File: src/rtl/msg_text_pkg.sv
`timescale 1ns/1ps
package msg_text_pkg;
  localparam int unsigned CHAR_W = 8;
  localparam logic [CHAR_W-1:0] CH_CR    = 8'h0D;
  localparam logic [CHAR_W-1:0] CH_ESC   = 8'h1B;
  localparam logic [CHAR_W-1:0] CH_SPACE = 8'h20;

  typedef enum logic [1:0] {
    RX_IDLE,
    RX_START,
    RX_DATA,
    RX_STOP
  } rx_state_e;
endpackage

File: src/rtl/msg_uart_rx.sv
`timescale 1ns/1ps
module msg_uart_rx
  import msg_text_pkg::*;
#(
  parameter int unsigned CLK_HZ = 12_000_000,
  parameter int unsigned BAUD   = 9600
) (
  input  logic              clk_i,
  input  logic              rst_i,
  input  logic              rx_i,
  output logic              valid_o,
  output logic              err_o,
  output logic [CHAR_W-1:0] data_o
);
  localparam int unsigned BIT_CYC = CLK_HZ / BAUD;
  localparam int unsigned HALF    = BIT_CYC / 2;
  localparam int unsigned CW      = $clog2(BIT_CYC);

  rx_state_e         state_q;
  logic [1:0]        sync_q;
  logic [CW-1:0]     cnt_q;
  logic [2:0]        bit_q;
  logic [CHAR_W-1:0] shr_q;
  logic              rx_s;

  assign rx_s   = sync_q[1];
  assign data_o = shr_q;

  always_ff @(posedge clk_i or posedge rst_i) begin
    if (rst_i) begin
      sync_q  <= 2'b11;
      state_q <= RX_IDLE;
      cnt_q   <= '0;
      bit_q   <= '0;
      shr_q   <= '0;
      valid_o <= 1'b0;
      err_o   <= 1'b0;
    end else begin
      sync_q  <= {sync_q[0], rx_i};
      valid_o <= 1'b0;
      err_o   <= 1'b0;
      unique case (state_q)
        RX_IDLE: begin
          if (!rx_s) begin
            state_q <= RX_START;
            cnt_q   <= CW'(HALF - 1);
          end
        end
        RX_START: begin
          if (cnt_q == '0) begin
            // confirm start at its centre, else treat as glitch
            if (!rx_s) begin
              state_q <= RX_DATA;
              cnt_q   <= CW'(BIT_CYC - 1);
              bit_q   <= '0;
            end else begin
              state_q <= RX_IDLE;
            end
          end else begin
            cnt_q <= cnt_q - 1'b1;
          end
        end
        RX_DATA: begin
          if (cnt_q == '0) begin
            shr_q <= {rx_s, shr_q[CHAR_W-1:1]};
            cnt_q <= CW'(BIT_CYC - 1);
            if (bit_q == 3'd7) state_q <= RX_STOP;
            else               bit_q   <= bit_q + 1'b1;
          end else begin
            cnt_q <= cnt_q - 1'b1;
          end
        end
        RX_STOP: begin
          if (cnt_q == '0) begin
            if (rx_s) valid_o <= 1'b1;
            else      err_o   <= 1'b1;
            state_q <= RX_IDLE;
          end else begin
            cnt_q <= cnt_q - 1'b1;
          end
        end
        default: state_q <= RX_IDLE;
      endcase
    end
  end

  assert_err_pulse_R6: assert property (@(posedge clk_i) disable iff (rst_i)
    err_o |=> !err_o);
  assert_err_no_valid_R6: assert property (@(posedge clk_i) disable iff (rst_i)
    err_o |-> !valid_o);
  assert_valid_pulse_R2: assert property (@(posedge clk_i) disable iff (rst_i)
    valid_o |=> !valid_o);
endmodule

File: src/rtl/msg_text_ctrl.sv
`timescale 1ns/1ps
module msg_text_ctrl
  import msg_text_pkg::*;
#(
  parameter int unsigned DEPTH = 32
) (
  input  logic                     clk_i,
  input  logic                     rst_i,
  input  logic                     valid_i,
  input  logic [CHAR_W-1:0]        char_i,
  output logic                     we_o,
  output logic [$clog2(DEPTH)-1:0] waddr_o,
  output logic [CHAR_W-1:0]        wdata_o
);
  localparam int unsigned AW = $clog2(DEPTH);
  localparam logic [AW-1:0] LAST = AW'(DEPTH - 1);

  logic [AW-1:0] ptr_q;
  logic [AW-1:0] clr_idx_q;
  logic          clr_busy_q;
  logic          is_cmd;

  assign is_cmd = (char_i == CH_CR) || (char_i == CH_ESC);

  always_comb begin
    we_o    = 1'b0;
    waddr_o = ptr_q;
    wdata_o = char_i;
    if (clr_busy_q) begin
      we_o    = 1'b1;
      waddr_o = clr_idx_q;
      wdata_o = CH_SPACE;
    end else if (valid_i && !is_cmd) begin
      we_o = 1'b1;
    end
  end

  always_ff @(posedge clk_i or posedge rst_i) begin
    if (rst_i) begin
      ptr_q      <= '0;
      clr_idx_q  <= '0;
      clr_busy_q <= 1'b0;
    end else if (clr_busy_q) begin
      clr_idx_q <= clr_idx_q + 1'b1;
      if (clr_idx_q == LAST) clr_busy_q <= 1'b0;
    end else if (valid_i) begin
      if (char_i == CH_CR) begin
        ptr_q <= '0;
      end else if (char_i == CH_ESC) begin
        ptr_q      <= '0;
        clr_idx_q  <= '0;
        clr_busy_q <= 1'b1;
      end else if (ptr_q != LAST) begin
        ptr_q <= ptr_q + 1'b1;
      end
    end
  end

  assert_cr_rewind_R3: assert property (@(posedge clk_i) disable iff (rst_i)
    (valid_i && !clr_busy_q && char_i == CH_CR) |=> (ptr_q == '0 && !clr_busy_q));
  assert_esc_clear_R4: assert property (@(posedge clk_i) disable iff (rst_i)
    (valid_i && !clr_busy_q && char_i == CH_ESC) |=> (ptr_q == '0 && clr_busy_q && clr_idx_q == '0));
  assert_clear_quiet_R4: assert property (@(posedge clk_i) disable iff (rst_i)
    clr_busy_q |-> !valid_i);
  assert_ptr_sat_R5: assert property (@(posedge clk_i) disable iff (rst_i)
    (valid_i && !clr_busy_q && !is_cmd && ptr_q == LAST) |=> ptr_q == LAST);
  assert_ptr_step_R2: assert property (@(posedge clk_i) disable iff (rst_i)
    (valid_i && !clr_busy_q && !is_cmd && ptr_q != LAST) |=> ptr_q == $past(ptr_q) + 1'b1);
endmodule

File: src/rtl/msg_char_ram.sv
`timescale 1ns/1ps
module msg_char_ram
  import msg_text_pkg::*;
#(
  parameter int unsigned DEPTH = 32
) (
  input  logic                     clk_i,
  input  logic                     rst_i,
  input  logic                     we_i,
  input  logic [$clog2(DEPTH)-1:0] waddr_i,
  input  logic [CHAR_W-1:0]        wdata_i,
  input  logic [$clog2(DEPTH)-1:0] raddr_i,
  output logic [CHAR_W-1:0]        rdata_o
);
  logic [CHAR_W-1:0] mem_q [DEPTH];

  always_ff @(posedge clk_i or posedge rst_i) begin
    if (rst_i) begin
      for (int i = 0; i < DEPTH; i++) mem_q[i] <= CH_SPACE;
    end else if (we_i) begin
      mem_q[waddr_i] <= wdata_i;
    end
  end

  assign rdata_o = mem_q[raddr_i];

  assert_wr_lands_R2: assert property (@(posedge clk_i) disable iff (rst_i)
    (we_i && raddr_i == waddr_i) ##1 (raddr_i == $past(raddr_i)) |-> rdata_o == $past(wdata_i));
endmodule

File: src/rtl/msg_serial_text.sv
`timescale 1ns/1ps
module msg_serial_text
  import msg_text_pkg::*;
#(
  parameter int unsigned CLK_HZ = 12_000_000,
  parameter int unsigned BAUD   = 9600,
  parameter int unsigned DEPTH  = 32
) (
  input  logic                     clk_i,
  input  logic                     rst_ni,
  input  logic                     rx_i,
  output logic                     rx_err_o,
  input  logic [$clog2(DEPTH)-1:0] rd_addr_i,
  output logic [CHAR_W-1:0]        rd_data_o
);
  localparam int unsigned AW = $clog2(DEPTH);

  logic              rst;
  logic              rx_valid;
  logic [CHAR_W-1:0] rx_char;
  logic              we;
  logic [AW-1:0]     waddr;
  logic [CHAR_W-1:0] wdata;

  assign rst = ~rst_ni;

  msg_uart_rx #(.CLK_HZ(CLK_HZ), .BAUD(BAUD)) u_rx (
    .clk_i  (clk_i),
    .rst_i  (rst),
    .rx_i   (rx_i),
    .valid_o(rx_valid),
    .err_o  (rx_err_o),
    .data_o (rx_char)
  );

  msg_text_ctrl #(.DEPTH(DEPTH)) u_ctrl (
    .clk_i  (clk_i),
    .rst_i  (rst),
    .valid_i(rx_valid),
    .char_i (rx_char),
    .we_o   (we),
    .waddr_o(waddr),
    .wdata_o(wdata)
  );

  msg_char_ram #(.DEPTH(DEPTH)) u_ram (
    .clk_i  (clk_i),
    .rst_i  (rst),
    .we_i   (we),
    .waddr_i(waddr),
    .wdata_i(wdata),
    .raddr_i(rd_addr_i),
    .rdata_o(rd_data_o)
  );
endmodule

File: config.mk
export PLATFORM = sky130hd
export DESIGN_NAME = msg_serial_text
export DESIGN_NICKNAME = d
export VERILOG_FILES = /design/src/rtl/msg_text_pkg.sv /design/src/rtl/msg_uart_rx.sv /design/src/rtl/msg_text_ctrl.sv /design/src/rtl/msg_char_ram.sv /design/src/rtl/msg_serial_text.sv
export SDC_FILE = /design/constraint.sdc
export NUM_CORES = 1
export LEC_CHECK = 0
export ABC_AREA = 1
export CAP_MARGIN = 0
export CORE_MARGIN = 2
export CORE_UTILIZATION = 50
export DETAILED_ROUTE_END_ITERATION = 16
export HOLD_SLACK_MARGIN = 0.1
export PLACE_DENSITY = 0.66
export SETUP_SLACK_MARGIN = 0.4
export SLEW_MARGIN = 20
export SYNTH_ARGS = -nofsm -noshare
export SYNTH_HDL_FRONTEND = slang
export SYNTH_SLANG_ARGS = --single-unit
File: constraint.sdc
create_clock -name clk_i -period 2.6 [get_ports clk_i]
set_input_delay 0.52 -clock clk_i [delete_from_list [all_inputs] [get_ports clk_i]]
set_output_delay 0.52 -clock clk_i [all_outputs]
set_load 0.01 [all_outputs]
### After elaboration in Yosys (flattened, before gate mapping)

Cells that the tools add are included.

| word-level totals | value |
|---|---|
| register bits after elaboration | 295 |
| memories kept | 0 |
| input bits | 8 |
| memory bits (read-only) | 0 |
| RAM bits | 0 |
| output and inout bits | 9 |
| word-level logic and storage cells | 132 |
| latch bits | 0 |

| operators by class | value |
|---|---|
| bitwise logic cells | 3 |
| magnitude comparators | 3 |
| eq/ne operators | 18 |
| shift operators | 0 |
| div/mod/pow operators | 0 |
| reductions and logical operators | 16 |
| add/subtract/negate cells | 4 |
| $mul | 0 |
| multiplexer cells | 46 |

Operators with widths:

| kind | count |
|---|---|
| bitwise mux 256 bit | 1 |
| two-way mux 11 bit | 5 |
| case mux 11 bit (4 select lines) | 1 |
| binary-select mux 8 bit (select 5 bit) | 1 |
| demux 8 bit (select 5 bit) | 1 |
| two-way mux 5 bit | 8 |
| two-way mux 8 bit | 4 |
| two-way mux 1 bit | 13 |
| greater-or-equal comparator 6 bit, second input constant | 2 |
| two-way mux 2 bit | 6 |
| two-way mux 3 bit | 4 |
| NOT 5 -> 6 bit | 2 |
| zero test 11 bit | 1 |
| subtractor 11 x 1 -> 11 bit, second input constant | 1 |
| adder 5 x 1 -> 5 bit, second input constant | 2 |
| != test 2 x 1 -> 1 bit, second input constant | 5 |
| AND reduction 5 bit | 2 |
| AND reduction 3 bit | 3 |
| == test 8 x 4 -> 1 bit, second input constant | 1 |
| == test 8 x 5 -> 1 bit, second input constant | 1 |
| != test 2 bit, second input constant | 4 |
| case mux 2 bit (4 select lines) | 1 |
| < comparator 6 x 1 -> 1 bit, second input constant | 1 |
| case mux 3 bit (2 select lines) | 1 |
| 15 further kinds | 19 |

### Logic depth before layout (Yosys ltp)

| logic depth | value |
|---|---|
| depth in word-level cells | 7 |
| gate-level depth with buffers | 11 |
| mapped depth without buffers | 10 |

### Cells and area by module

Synthesis repeated with hierarchy kept, for this count alone.

| second synthesis, totals | value |
|---|---|
| cells, all modules | 1823 |
| area, all modules | 14556.5 um2 |

By module, submodules not included:

| module | area an instance (um2) | instances | cells each | sequential area each (um2) |
|---|---|---|---|---|
| msg_char_ram | 12001.5 | 1 | 1493 | 6446.2 |
| msg_uart_rx | 1712.9 | 1 | 213 | 703.2 |
| msg_text_ctrl | 838.3 | 1 | 116 | 275.3 |
| msg_serial_text | 3.8 | 1 | 1 | 0.0 |

### Least setup slack after synthesis

OpenSTA, ideal clock, no wires.

| timing path | value |
|---|---|
| path kind | input-to-output |
| start | input rd_addr_i[0] |
| end | output rd_data_o[5] |
| buffers on the path | 2 |
| slack | 0.466 ns |
| cell stages on the path | 11 |
| arrival time | 1.614 ns |
| data required time | 2.080 ns |
| cells stage by stage | inv_1 -> clkbuf_1 -> clkbuf_1 -> nand2_1 -> nand3_1 -> nand3_1 -> nand2_1 -> nand2_1 -> nand2_1 -> nand2_1 -> nand2_1 |

| on the way | value |
|---|---|
| word-level cells in the longest chain between the ends | 4 |

RTL lines:

| element | line | source |
|---|---|---|
| start: declaration | msg_serial_text.sv:13 | `input logic [$clog2(DEPTH)-1:0] rd_addr_i,` |
| NOT 5 -> 6 bit (implied by the code) | msg_char_ram.sv:25 | `assign rdata_o = mem_q[raddr_i];` |
| binary-select mux 8 bit (select 5 bit) | msg_char_ram.sv:25 |  |
| two-way mux 8 bit (implied by the code) (2 in a row) | msg_char_ram.sv:25 |  |
| end: declaration | msg_serial_text.sv:14 | `output logic [CHAR_W-1:0] rd_data_o` |

No other way between the ends. The select of a mux whose other input is x is not followed.

### Worst setup path after layout

| timing path | value |
|---|---|
| start | register u_ram.mem_q[101] (netlist name) |
| end | output rd_data_o[5] |

| on the way | value |
|---|---|
| word-level cells in the longest chain between the ends | 3 |

RTL lines:

| element | line | source |
|---|---|---|
| start: declaration | msg_char_ram.sv:15 | `logic [CHAR_W-1:0] mem_q [DEPTH];` |
| start signal: indexed assignment | msg_char_ram.sv:21 | `mem_q[waddr_i] <= wdata_i;` |
| binary-select mux 8 bit (select 5 bit) | msg_char_ram.sv:25 |  |
| two-way mux 8 bit (implied by the code) (2 in a row) | msg_char_ram.sv:25 |  |

No other way between the ends. The select of a mux whose other input is x is not followed.

==> impl_results.md <==
* Setup ws final at 0.267 ns
* GRT Resource Usage Total at 29.9%
* Setup violators final at 0
* Vias in the first global route at 14000
* CTS max path bufs at 3
* Clock Skews at 0.0155 ns
* Initial Utilization at 50.4%
* Share of cells above drive strength 1 at 18.2%
* Final Util at 60.8%
* Max-Cap Viols at 0
* DRT Pass-1 Iters at 7
* Hold depth at 0
* R2R setup slack at 0.50 ns
* Area of the core at 31300 µm²
* Clock root cell: clkbuf_16
* Area after DPL at 16700 µm²
* Slew of the pin with the lowest slew margin at 0.727 ns
* Setup TNS at 0 ns
* Top cell type by total area after synthesis: dfrtp_1
* Max H-tree Level at 2
* Pwr Density at 547 nW/µm²
* FP Rows at 65
* Final worst-path cycle share at 89.7%
* Die area at 33000 µm²
* Post-synth top flop: dfrtp_1
* Final hold viol count at 0
* Drt drc at 0
* Crit path time final at 2.33 ns
* Seq cells post-synth at 295
* Worst vdd ir at 0.456 mV
* Global-route wire length before repair at 78100 µm
* Antenna violations before repair at 0
* Crit Path Category: reg -> out
* Routed WL at 49300 µm
* Hold slack at 0.356 ns
* Arr. time, crit path at 1.81 ns
* CTS Buf Count at 36
* FF-to-FF Start: u_ctrl.clr_busy_q
* Grt ovf at 0
* Rel. slew slack at 51.0%
* Port bufs at 16
* Ys Warns at 0
* Sink of the worst hold path: u_rx.sync_q[1]
* Clk slew on worst S/H paths at 0.06 ns
* Pre-CTS setup slack at -0.351 ns
* Commonest cells after routing, fill and taps aside: nand2_1 (951), nand3_1 (396), dfrtp_1 (260), nand3_2 (73), nand2_2 (44)
* Design area at 19000 µm²
* Inst Count DP at 2465
* Slew Limit Fails at 0
* Routed len/inst at 19.3 µm
* Avg Inst Size Synth at 7.50 µm²
* Critical Path Source Type: register
* Main area contributors after synthesis: dfrtp_1 (41%), nand2_1 (23%), nand3_1 (15%)
* Leak pwr at 10.0 nW
* Synth top area share at 41.4%
* HPWL after DPL at 29100 µm
* Mapped Cells at 2105
* Antenna-violating nets left at 0
* R2R cell count at 10
* Nets@finish at 2147
* Synth cell types at 35
* Die width at 182 µm
* Antenna diodes at 0
* Worst-skew pair later-pin latency at 0.52 ns
* Post-synth EDFFs at 0
* Seq/Total Area, Yosys at 47.0%
* Vias per std cell at 5.72
* 1st-iter DRT viols at 1707
* Layout Cells excl Fill at 2556
* Hold Crit Start: u_rx.sync_q[0]
* Worst Path Max Fanout at 2
* Routed via count at 14600
* Leading cell type in the layout, fill and taps excluded: nand2_1
* Post-Synthesis Cell Area at 15800 µm²
* Reg2Reg Capture Point: u_ram.mem_q[79]
* Fmax at 429 MHz
* Asr flop ratio synth at 100%
* RePlAce Congestion at 0.919
* Worst path required time at 2.08 ns
* Largest net degree at the start of global routing at 82
* RSZ-0062 raised after global routing: true
* Post-synth net total at 2126
* Synth-to-Final Area Change at 20.7%
* Status: complete, no violations
* Chip height at 182 µm
* Overall power at 10.4 mW
* Worst hold path type: reg -> reg
* Io pins at 17
* Clock tree sinks at 295
* CTS tree: yes
* Crit end category: output pin
==> metal layers <==
layer / GRT usage (%) / up-vias / share of wire (%)
met5: 0 / - / 0
met4: 11.3 / 0 / 3.7
met3: 5.11 / 126 / 7.9
met2: 47.5 / 624 / 46
met1: 41.1 / 7018 / 42
li1: - / 6856 / -
==> registers in the layout, indices dropped and copies added (netlist names), named ones only <==
| signal | count |
|---|---|
| u_ctrl.clr_busy_q | 1 |
| u_ctrl.clr_idx_q | 5 |
| u_ctrl.ptr_q | 5 |
| u_ram.mem_q | 256 |
| u_rx.bit_q | 3 |
| u_rx.cnt_q | 11 |
| u_rx.data_o | 8 |
| u_rx.err_o | 1 |
| u_rx.state_q | 1 |
| u_rx.sync_q | 2 |
| u_rx.valid_o | 1 |
==> report_power, final <==
group          internal [mW]  leakage, nW  switching [mW]
combinational          0.250         5.44           0.435
clock                   3.14        0.599            1.99
sequential              4.60         3.99         0.00152
==> cell usage after synthesis (4+ instances only) <==
library cell,instances
dfstp_2,34
nor2_8,13
nor3_1,5
nor2_1,40
nor2_4,22
ha_1,13
nand4_1,10
dfrtp_1,261
nand2_1,977
nand2_2,24
inv_2,6
nand2_4,21
a21oi_1,7
nand3_1,475
o21ai_0,22
buf_1,8
clkbuf_1,72
buf_4,4
inv_1,42
buf_2,27
==> critical path, stage by stage, from the launching register on <==
cell and delay (ns):
dfstp_2 0.54, nand2_2 0.07, nand3_4 0.10, nand3_2 0.07, nand2_1 0.07, nand2_1 0.05
nand2_1 0.08, nand2_1 0.08, nand2_1 0.09, buf_2 0.14
==> logic make-up after synthesis <==
| logic type | count (synthesis) | share of synthesized area (%) |
|---|---|---|
| AO/OA/AOI/OAI | 36 | 1.40 |
| XOR/XNOR | 3 | 0.167 |
| adder cells (fa/ha/maj) | 13 | 1.03 |
| buffers and inverters | 161 | 4.20 |
| flip-flops | 295 | 47.0 |
| AND/OR/NAND/NOR | 1597 | 46.2 |
==> final cells by class <==
cell class / instances / area [µm²]
clock buffers: 57 / 1110
clock inverters: 9 / 105
fillers: 2775 / 12300
inverters: 49 / 220
multi-input cells: 1651 / 8320
flip-flops and latches: 295 / 7430
well taps: 402 / 503
repair buffers: 92 / 1340
repair inverters: 1 / 16.3
==> worst max path at each step <==
stage | start | end | slack, ns | depth (start not counted)
after global routing | u_ram.mem_q[101] | rd_data_o[5] | 0.20 | 9
after global placement | rd_addr_i[2] | rd_data_o[1] | -0.30 | 9
after CTS | u_ram.mem_q[53] | rd_data_o[5] | 0.29 | 9
final | u_ram.mem_q[101] | rd_data_o[5] | 0.27 | 9
after floorplan | rd_addr_i[0] | rd_data_o[5] | 0.47 | 11
after detailed placement | rd_addr_i[2] | rd_data_o[7] | -0.35 | 9
==> timing repair <==
action | in CTS | in global routing
endpoints found under the setup margin | 151 | 242
hold endpoints to repair | 35 | 0
hold buffers | 1 | 0
setup buffers | 2 | 5
cloned | 14 | 3
resized for setup | 153 | 55
pin swaps | 29 | 20
Note: power is estimated with default switching activity, not from simulation.
